**config.mk**
```make
export PLATFORM = sky130hd
export DESIGN_NAME = tbt_buzzer_timer
export DESIGN_NICKNAME = d
export VERILOG_FILES = /design/src/rtl/tbt_pkg.sv /design/src/rtl/tbt_rst_sync.sv /design/src/rtl/tbt_prescaler.sv /design/src/rtl/tbt_tap_sel.sv /design/src/rtl/tbt_irq_edge.sv /design/src/rtl/tbt_buzzer_timer.sv
export SDC_FILE = /design/constraint.sdc
export NUM_CORES = 1
export LEC_CHECK = 0
export BUFFER_PORTS_ARGS = -buffer_cell sky130_fd_sc_hd__buf_4
export CAP_MARGIN = 20
export CELL_PAD_IN_SITES_DETAIL_PLACEMENT = 1
export CELL_PAD_IN_SITES_GLOBAL_PLACEMENT = 2
export CORE_MARGIN = 4
export CORE_UTILIZATION = 44
export DETAILED_ROUTE_END_ITERATION = 7
export HOLD_SLACK_MARGIN = 0.02
export PLACE_DENSITY = 0.85
export SLEW_MARGIN = 20
export SYNTH_ARGS = -nofsm -noshare
export SYNTH_HDL_FRONTEND = slang
export SYNTH_SLANG_ARGS = --single-unit
```
**constraint.sdc**
```tcl
create_clock -name clk_i -period 2.87 [get_ports clk_i]
set_input_delay 0 -clock clk_i [delete_from_list [all_inputs] [get_ports clk_i]]
set_output_delay 0 -clock clk_i [all_outputs]
set_load 0.1 [all_outputs]
```
**src/rtl/tbt_pkg.sv**
```systemverilog
package tbt_pkg;

  typedef struct packed {
    logic       dvo_en;
    logic [1:0] dvo_rate;
    logic       src_slow;
    logic       irq_en;
    logic [2:0] irq_rate;
  } tbt_cfg_t;

  localparam int unsigned CFG_W = $bits(tbt_cfg_t);

  // fast-source interrupt exponents
  function automatic int unsigned fast_irq_exp(input logic [2:0] code);
    case (code)
      3'd0:    return 23;
      3'd1:    return 21;
      3'd2:    return 16;
      3'd3:    return 14;
      3'd4:    return 13;
      3'd5:    return 12;
      3'd6:    return 11;
      default: return 9;
    endcase
  endfunction

  // slow-source interrupt exponents
  function automatic int unsigned slow_irq_exp(input logic [2:0] code);
    case (code)
      3'd0:    return 15;
      3'd1:    return 13;
      3'd2:    return 8;
      3'd3:    return 6;
      3'd4:    return 5;
      3'd5:    return 4;
      3'd6:    return 3;
      default: return 1;
    endcase
  endfunction

  function automatic int unsigned fast_dvo_exp(input logic [1:0] code);
    return 13 - int'(code);
  endfunction

  function automatic int unsigned slow_dvo_exp(input logic [1:0] code);
    return 5 - int'(code);
  endfunction

  // apply trim with floor of 1 and ceiling of the counter width
  function automatic int unsigned trim_exp(input int unsigned e,
                                           input int unsigned trim,
                                           input int unsigned max_e);
    int unsigned r;
    r = (e <= trim) ? 1 : e - trim;
    if (r > max_e) r = max_e;
    return r;
  endfunction

endpackage

```
**src/rtl/tbt_rst_sync.sv**
```systemverilog
module tbt_rst_sync #(
  parameter int unsigned STAGES = 2
) (
  input  logic clk_i,
  input  logic rst_ni,
  output logic rst_no
);
  logic [STAGES-1:0] sync_q;
  logic [STAGES-1:0] sync_d;

  always_comb begin
    sync_d = {sync_q[STAGES-2:0], 1'b1};
  end

  always_ff @(posedge clk_i or negedge rst_ni) begin
    if (!rst_ni) sync_q <= '0;
    else         sync_q <= sync_d;
  end

  assign rst_no = sync_q[STAGES-1];
endmodule

```
**src/rtl/tbt_prescaler.sv**
```systemverilog
module tbt_prescaler #(
  parameter int unsigned CNT_W = 23
) (
  input  logic             clk_i,
  input  logic             rst_ni,
  input  logic             src_slow_i,
  input  logic             fast_tick_i,
  input  logic             slow_tick_i,
  output logic             adv_o,
  output logic [CNT_W-1:0] ctr_o
);
  logic [CNT_W-1:0] ctr_q;
  logic [CNT_W-1:0] ctr_d;
  logic             adv;

  always_comb begin
    adv   = src_slow_i ? slow_tick_i : fast_tick_i;
    ctr_d = ctr_q;
    if (adv) ctr_d = ctr_q + 1'b1;
  end

  always_ff @(posedge clk_i or negedge rst_ni) begin
    if (!rst_ni) ctr_q <= '0;
    else         ctr_q <= ctr_d;
  end

  assign adv_o = adv;
  assign ctr_o = ctr_q;
endmodule

```
**src/rtl/tbt_tap_sel.sv**
```systemverilog
module tbt_tap_sel
  import tbt_pkg::*;
#(
  parameter int unsigned CNT_W   = 23,
  parameter int unsigned FC_TRIM = 0,
  parameter int unsigned FS_TRIM = 0
) (
  input  tbt_cfg_t         cfg_i,
  input  logic [CNT_W-1:0] ctr_i,
  output logic             irq_tap_o,
  output logic             dvo_tap_o
);
  localparam int unsigned N_IRQ = 8;
  localparam int unsigned N_DVO = 4;

  logic [N_IRQ-1:0] irq_fast_v;
  logic [N_IRQ-1:0] irq_slow_v;
  logic [N_DVO-1:0] dvo_fast_v;
  logic [N_DVO-1:0] dvo_slow_v;

  for (genvar g = 0; g < N_IRQ; g++) begin : g_irq
    localparam int unsigned EF = trim_exp(fast_irq_exp(3'(g)), FC_TRIM, CNT_W);
    localparam int unsigned ES = trim_exp(slow_irq_exp(3'(g)), FS_TRIM, CNT_W);
    assign irq_fast_v[g] = ctr_i[EF-1];
    assign irq_slow_v[g] = ctr_i[ES-1];
  end

  for (genvar g = 0; g < N_DVO; g++) begin : g_dvo
    localparam int unsigned EF = trim_exp(fast_dvo_exp(2'(g)), FC_TRIM, CNT_W);
    localparam int unsigned ES = trim_exp(slow_dvo_exp(2'(g)), FS_TRIM, CNT_W);
    assign dvo_fast_v[g] = ctr_i[EF-1];
    assign dvo_slow_v[g] = ctr_i[ES-1];
  end

  always_comb begin
    if (cfg_i.src_slow) begin
      irq_tap_o = irq_slow_v[cfg_i.irq_rate];
      dvo_tap_o = dvo_slow_v[cfg_i.dvo_rate];
    end else begin
      irq_tap_o = irq_fast_v[cfg_i.irq_rate];
      dvo_tap_o = dvo_fast_v[cfg_i.dvo_rate];
    end
  end
endmodule

```
**src/rtl/tbt_irq_edge.sv**
```systemverilog
module tbt_irq_edge #(
  parameter int unsigned SEL_W = 4
) (
  input  logic             clk_i,
  input  logic             rst_ni,
  input  logic             tap_i,
  input  logic [SEL_W-1:0] sel_i,
  input  logic             en_i,
  output logic             irq_o
);
  logic             tap_q;
  logic [SEL_W-1:0] sel_q;
  logic             irq_q;
  logic             irq_d;

  // a rise only counts when the tap selection was unchanged since last cycle
  always_comb begin
    irq_d = tap_i & ~tap_q & en_i & (sel_i == sel_q);
  end

  always_ff @(posedge clk_i or negedge rst_ni) begin
    if (!rst_ni) begin
      tap_q <= 1'b0;
      sel_q <= '0;
      irq_q <= 1'b0;
    end else begin
      tap_q <= tap_i;
      sel_q <= sel_i;
      irq_q <= irq_d;
    end
  end

  assign irq_o = irq_q;
endmodule

```
**src/rtl/tbt_buzzer_timer.sv**
```systemverilog
module tbt_buzzer_timer
  import tbt_pkg::*;
#(
  parameter int unsigned CNT_W   = 23,
  parameter int unsigned FC_TRIM = 0,
  parameter int unsigned FS_TRIM = 0
) (
  input  logic       clk_i,
  input  logic       rst_ni,
  input  logic       fast_tick_i,
  input  logic       slow_tick_i,
  input  logic       wr_en_i,
  input  logic [7:0] wr_data_i,
  output logic       irq_o,
  output logic       dvo_o
);
  localparam int unsigned SEL_W = 4;

  logic             rst_n_sync;
  tbt_cfg_t         cfg_q;
  tbt_cfg_t         cfg_d;
  logic             adv;
  logic [CNT_W-1:0] ctr;
  logic             irq_tap;
  logic             dvo_tap;
  logic             dvo_q;
  logic             dvo_d;

  tbt_rst_sync #(.STAGES(2)) u_rst_sync (
    .clk_i  (clk_i),
    .rst_ni (rst_ni),
    .rst_no (rst_n_sync)
  );

  always_comb begin
    cfg_d = cfg_q;
    if (wr_en_i) cfg_d = tbt_cfg_t'(wr_data_i);
  end

  always_ff @(posedge clk_i or negedge rst_n_sync) begin
    if (!rst_n_sync) cfg_q <= '0;
    else             cfg_q <= cfg_d;
  end

  tbt_prescaler #(.CNT_W(CNT_W)) u_prescaler (
    .clk_i       (clk_i),
    .rst_ni      (rst_n_sync),
    .src_slow_i  (cfg_q.src_slow),
    .fast_tick_i (fast_tick_i),
    .slow_tick_i (slow_tick_i),
    .adv_o       (adv),
    .ctr_o       (ctr)
  );

  tbt_tap_sel #(
    .CNT_W   (CNT_W),
    .FC_TRIM (FC_TRIM),
    .FS_TRIM (FS_TRIM)
  ) u_tap_sel (
    .cfg_i     (cfg_q),
    .ctr_i     (ctr),
    .irq_tap_o (irq_tap),
    .dvo_tap_o (dvo_tap)
  );

  tbt_irq_edge #(.SEL_W(SEL_W)) u_irq_edge (
    .clk_i  (clk_i),
    .rst_ni (rst_n_sync),
    .tap_i  (irq_tap),
    .sel_i  ({cfg_q.src_slow, cfg_q.irq_rate}),
    .en_i   (cfg_q.irq_en),
    .irq_o  (irq_o)
  );

  always_comb begin
    dvo_d = cfg_q.dvo_en & dvo_tap;
  end

  always_ff @(posedge clk_i or negedge rst_n_sync) begin
    if (!rst_n_sync) dvo_q <= 1'b0;
    else             dvo_q <= dvo_d;
  end

  assign dvo_o = dvo_q;
endmodule

```
==> summary.txt, run 1 <==
Clocking
  • H-Tree Level Count: 2
  • Worst skew pair latency: 280 ps
  • Register clock-pin slew on the reported worst setup and hold paths: 80 ps
  • Clock Tree Root: clkbuf_8
  • CTS sink cnt: 40
  • CTS buffer count: 5
  • TritonCTS clock tree: yes
  • Clock Path Buffers: 2
  • Resize count post-CTS: 0

Global route
  • Number of global-route vias before repair: between 1,000 and 1,500
  • Largest net degree at the start of global routing: 39
  • Total GRT Usage: 16.8%
  • Initial antenna violation count: 0
  • Gr ovfl total: 0
  • First-pass GRT wire length: 6620 um

Detailed routing
  • DRT Pass-1 Iters: 4
  • Post-DR vias/cell: 5.28
  • DRT iter0 DRCs: 61
  • WL/cell: 17.7 um
  • DRC: 0
  • Wirelength, routed: 3830 um
  • Routed Antenna Nets: 0
  • Vias: 1,140

Logic synthesis
  • Netlist cell types: 29
  • YS warnings: 0
  • Synthesized area: 1850 sq um
  • Main area contributors after synthesis: dfrtp_1 54%, xnor2_1 9.5%, mux2_2 6.1%
  • Post-synth EDFFs: 0
  • Syn_nets: 150
  • Ys async rst share: 100%
  • Yosys top cell area share: 54.2%
  • Register area share after synthesis: 54.2%
  • Count leader, synth: dfrtp_1
  • Most common library cells after synthesis: 40 x dfrtp_1, 20 x xnor2_1, 10 x mux2_2
  • Register bit total from synthesis: 40
  • Syn Area/Cell: around 14 sq um
  • Area leader, netlist: dfrtp_1
  • Synthesized instance count: 136
  • Most used DFF post-synth: dfrtp_1

Place
  • Hpwl dp: about 2800 um
  • GPL Wtd Cong: 0.838
  • Setup WS pre-CTS: 1010 ps
  • Placed insts: 199
  • Port bufs: 14

Die
  • Die Area: 5290 sq um
  • Die height: 72.8 um
  • Core area: 4030 sq um
  • Top Ports: 15
  • Row count: 23
  • Initial Utilization: a little under half
  • Die W: 72.8 um

STA
  • Setup ws final: ~1000 ps
  • Hold slack: 34.0 ps
  • Normalized max-slew margin: between 60% and 70%
  • Final setup vio count: 0
  • Min Clock Period, post-route: 1840 ps
  • Max Freq: about 540 MHz
  • Period utilization: 64.2%
  • Setup TNS: 0 ps
  • Fin. Hold Viols: 0
  • Fin. max-slew vios: 0
  • Post-Route Skew: 2.68 ps
  • RSZ-0062 raised after global routing: no
  • Slew @ Worst Pin: 508 ps

Worst setup path
  • Arrival time at the worst endpoint: around 2000 ps
  • Critical path class: reg -> reg
  • Crit Path Max Fanout: 9
  • CP endpoint kind: flip-flop
  • CP Launch Point: cfg_q[4]$_DFFE_PN0P_
  • Critical Path RT: 3040 ps
  • Startpoint types: flip-flop
  • Worst R2R Start: cfg_q[4]$_DFFE_PN0P_

Run status
  • Outcome: complete, no violations

Pwr
  • Static leakage: approximately 0.95 nW
  • PwrDens: 658 nW/um^2
  • Peak supply drop: 344 uV

Finish
  • P&R area growth vs syn: 19.4%
  • Nets: 179
  • Share of layout cells above drive strength 1: 23.5%
  • Final Instance Count excl. Fillers: around 220
  • Diodes inserted: 0

Hold path
  • Worst Hold Class: in -> async

Flow run
  • Maxcap violations: 0
==> critical path, cell delays in order (launching register included) <==
cell	delay (ps)
dfrtp_1	630
mux4_1	630
mux2_2	300
a2bb2oi_2	120
nor4_1	50
==> layout make-up <==
type                       instances  area (sq um)
timing repair buffer              24           203
inverter                           1          3.75
fill                             413          1830
clock buffer                       6          72.6
clock inverter                     2          35.0
multi-input combinational         93           826
tap                               50          62.6
sequential                        40          1000
==> path summary, 6_finish.rpt <==
| path | end | slack, ps | cells after the start |
|---|---|---|---|
| setup / recovery | u_irq_edge.irq_o$_DFF_PN0_ | 1030 | 4 |
| hold / removal | u_rst_sync.sync_q[1]$_DFF_PN0_ | 30 | 2 |
| setup reg to reg | u_irq_edge.irq_o$_DFF_PN0_ | 1030 | 4 |
| hold reg to reg | u_prescaler.ctr_o[14]$_DFFE_PN0P_ | 300 | 1 |
| max in group asynchronous | u_irq_edge.sel_q[3]$_DFF_PN0_ | 2230 | 1 |
| min in group clk_i | cfg_q[1]$_DFFE_PN0P_ | 50 | 2 |
==> registers in the layout, summed over array words and instances (netlist names) <==
signal	flops
u_irq_edge.sel_q	4
u_irq_edge.tap_q	1
dvo_o	1
u_rst_sync.sync_q	2
u_prescaler.ctr_o	23
u_irq_edge.irq_o	1
cfg_q	8
==> cell usage in the layout, fill, tap and decap left out, types with 3 or more instances in the layout <==
cell / n
and3_1: 3
buf_4: 15
clkbuf_8: 5
dfrtp_1: 40
dlygate4sd3_1: 9
mux2_2: 10
mux4_1: 3
mux4_2: 3
nand2_1: 9
nand3_1: 8
nand4_1: 8
nor2_1: 6
xnor2_1: 20
xor2_1: 5
==> metrics by stage <==
| step | util, % | total power [mW] | cell area [sq um] |
|---|---|---|---|
| 6_report | 54.7 | 1.45 | 2200 |
| 5_1_grt | 54.7 | 1.54 | 2200 |
| 4_1_cts | 54.7 | 1.47 | 2200 |
| 3_5_place_dp | 49.8 | 1.01 | 2010 |
| 3_3_place_gp | 49.8 | 0.999 | 2010 |
| 2_1_floorplan | - | 0.925 | 1850 |
==> per-layer routing <==
| metal | global-route usage (%) | routed length, um | vias up |
|---|---|---|---|
| li1 | - | - | 546 |
| met5 | 0 | 0 | - |
| met2 | 29.6 | 2030 | 15 |
| met4 | 3.69 | 30 | 0 |
| met1 | 21.0 | 1680 | 577 |
| met3 | 4.13 | 92 | 2 |
==> where the power goes <==
group | leakage [nW] | internal (mW) | switching (mW)
logic | 0.384 | 0.142 | 0.125
registers | 0.508 | 0.637 | 0.103
clock network | 0.0552 | 0.258 | 0.187
==> logic make-up after synthesis <==
family          Yosys count  synth area share [%]
other cells               1                 0.203
compound gates            2                  1.08
flops                    40                  54.2
simple gates             45                  14.6
buf+inv                   3                  1.02
xor+xnor                 25                  11.9
mux                      19                  16.3
fa+ha+maj                 1                 0.678
==> repair_timing <==
action	CTS	global route
buffers inserted	0	0
hold buffers	9	0
endpoints found under the hold margin	10	0
Note: power is estimated with default switching activity, not from simulation.
==> run 2: changes to the inputs <==
CORE_UTILIZATION = 37   (was 44)
PLACE_DENSITY = 0.77   (was 0.85)
clock period = 1.58 ns   (was 2.87 ns; I/O delays follow)
==> run 2 against run 1 <==
Effect of this change:
- the run now ends with negative setup slack left
- sequential power up 81%
- hold slack better by 1.3 ps
- flip-flop and latch count unchanged
- maximum frequency up 13%
- critical path type unchanged
==> summary.txt, run 2 (same netlist as run 1, synthesis figures left out) <==
Run status
  • Outcome: complete, but fails checks
  • Failing checks: negative setup slack

Detailed routing
  • Vias: 1,290 (+13%)
  • DRT iter0 DRCs: 50 (-18%)
  • WL/cell: 17.3 um (-2.5%)
  • Wirelength, routed: 4390 um (+15%)
  • Post-DR vias/cell: 5.08 (-3.8%)
  • DRT Pass-1 Iters: 4 (unchanged)
  • DRC: 0 (unchanged)
  • Routed Antenna Nets: 0 (unchanged)

Finish
  • FF+latch area: 1000 sq um (+0.37%)
  • Max reg flops: 23 (unchanged)
  • Share of layout cells above drive strength 1: 39.6% (+16 points)
  • Finished Core Util: 51.5% (-3.2 points)
  • P&R area growth vs syn: 33.4%
  • Most frequent cells in the layout: 37 x dfrtp_1, 33 x buf_4, 19 x xnor2_1
  • Commonest non-fill, non-tap cell in the layout: dfrtp_1
  • Diodes inserted: 0 (unchanged)
  • Nets: 200 (+12%)
  • Filler cells: 488 (+18%)
  • Area of the multi-input gates: 891 sq um (+7.9%)

Place
  • GPL Wtd Cong: 0.872 (+4.0%)
  • Hpwl dp: 3020 um (+7.3%)
  • Port bufs: 14 (unchanged)

STA
  • Setup TNS: -77.0 ps (-77.0 ps)
  • Post-Route Skew: 10.9 ps (+8.26 ps)
  • Max Freq: 615 MHz (+13%)
  • Setup ws final: -46.0 ps (-1070 ps)
  • Period utilization: 103% (+39 points)
  • Min Clock Period, post-route: 1630 ps (-216 ps)
  • RSZ-0062 raised after global routing: yes
  • Fin. max-slew vios: 0 (unchanged)
  • Fin. Hold Viols: 0 (unchanged)
  • Final setup vio count: 4 (+4)

Clocking
  • Clock Path Buffers: 2 (unchanged)
  • CTS buffer count: 5 (unchanged)
  • H-Tree Level Count: 2 (unchanged)
  • TritonCTS clock tree: yes
  • CTS sink cnt: 40 (unchanged)
  • Clock Tree Root: clkbuf_8
  • Worst skew pair latency: 290 ps (about the same)
  • Register clock-pin slew on the reported worst setup and hold paths: 80 ps (about the same)

Die
  • Row count: 25 (+8.7%)
  • Initial Utilization: 38.6% (-7.2 points)
  • Die height: 78.6 um (+8.1%)
  • Die W: 78.6 um (+8.1%)
  • Core area: 4790 sq um (+19%)
  • Top Ports: 15 (unchanged)
  • Die Area: 6180 sq um (+17%)

Pwr
  • Final Power: 2.83 mW (+95%)
  • PwrDens: 1150 nW/um^2 (+74%)
  • Static leakage: 1.06 nW (+12%)
  • Peak supply drop: 577 uV (+68%)

Global route
  • First-pass GRT wire length: 7200 um (+8.7%)
  • Initial antenna violation count: 0 (unchanged)
  • Largest net degree at the start of global routing: 39 (unchanged)
  • Total GRT Usage: 15.4% (-1.4 points)
  • Number of global-route vias before repair: 1,471 (+8.3%)
  • Gr ovfl total: 0 (unchanged)

Worst setup path
  • Critical path class: reg -> reg
  • Worst-case reg-to-reg path depth: 6 (+2)
  • Worst R2R Start: cfg_q[4]$_DFFE_PN0P_
  • Crit-path max cell delay: 460 ps (-170 ps)
  • R2r endpoint: u_prescaler.ctr_o[17]$_DFFE_PN0P_
  • Critical path cell sequence: buf_6, mux2i_4, nor4b_4, buf_4, nand4_1, xnor2_1
  • Arrival time at the worst endpoint: 1800 ps (-210 ps)
  • Crit Path Max Fanout: 6 (-3)
  • Startpoint types: flip-flop
  • Critical path's slowest cell: dfrtp_2
  • CP endpoint kind: flip-flop
  • Critical Path RT: 1750 ps (-1290 ps)
  • R2R setup slack: -50 ps (-1070 ps)

Flow run
  • Maxcap violations: 0 (unchanged)

Hold path
  • Worst Hold Class: in -> async
run 2: cell type report:
type | instances | share of cell area, %
flip-flops and latches | 40 | 40.8
well taps | 67 | 3.40
clock buffers | 6 | 2.95
repair buffers | 45 | 15.1
clock inverters | 2 | 1.42
inverters | 1 | 0.152
multi-input cells | 93 | 36.2
run 2: worst max path at each step:
| stage | end | slack, ps | from | cells after the start |
|---|---|---|---|---|
| after floorplan | u_irq_edge.irq_o$_DFF_PN0_ | 10 | cfg_q[4]$_DFFE_PN0P_ | 5 |
| after global placement | u_prescaler.ctr_o[17]$_DFFE_PN0P_ | -50 | cfg_q[4]$_DFFE_PN0P_ | 5 |
| after detailed placement | u_prescaler.ctr_o[13]$_DFFE_PN0P_ | -120 | cfg_q[4]$_DFFE_PN0P_ | 5 |
| after CTS | u_irq_edge.irq_o$_DFF_PN0_ | -20 | cfg_q[4]$_DFFE_PN0P_ | 5 |
| after global routing | u_prescaler.ctr_o[17]$_DFFE_PN0P_ | -120 | cfg_q[4]$_DFFE_PN0P_ | 6 |
| final | u_prescaler.ctr_o[17]$_DFFE_PN0P_ | -50 | cfg_q[4]$_DFFE_PN0P_ | 6 |
run 2: report_power, final:
part | switching, mW | internal (mW)
Clock | 0.357 | 0.469
Combinational | 0.298 | 0.358
Sequential | 0.183 | 1.16
Total | 0.838 | 1.99
run 2: layer usage:
layer / track usage, % / vias to the layer above / share of wire, %
li1: - / 588 / -
met3: 3.21 / 10 / 2.9
met1: 18.7 / 673 / 43
met4: 5.24 / 0 / 2.1
met5: 0 / - / 0
met2: 27.1 / 19 / 52
run 2: worst max-delay path, delay by kind of cell (launching register included):
kind	cells	cell delay, ps
muxes	1	220
xor gates and xnor gates	1	150
DFF	1	460
and+or+nand+nor	2	340
buffers and inverters	2	330
run 2: through the flow:
stage	hold WS, ps	instances	area, sq um	setup WS (ps)
floorplan	-296	136	1850	14.9
global placement	-219	233	2150	-46.0
detailed placement	-217	233	2150	-119
CTS	20.3	253	2380	-18.9
global route	37.1	254	2460	-117
finish	35.3	254	2460	-46.0
run 2: what timing repair did:
action                     CTS  global route
setup endpoints to repair   17            17
buffers inserted             3             1
hold endpoints to repair    10             0
pin swaps                    3             9
hold buffers                 9             0
gates resized for setup      3            17
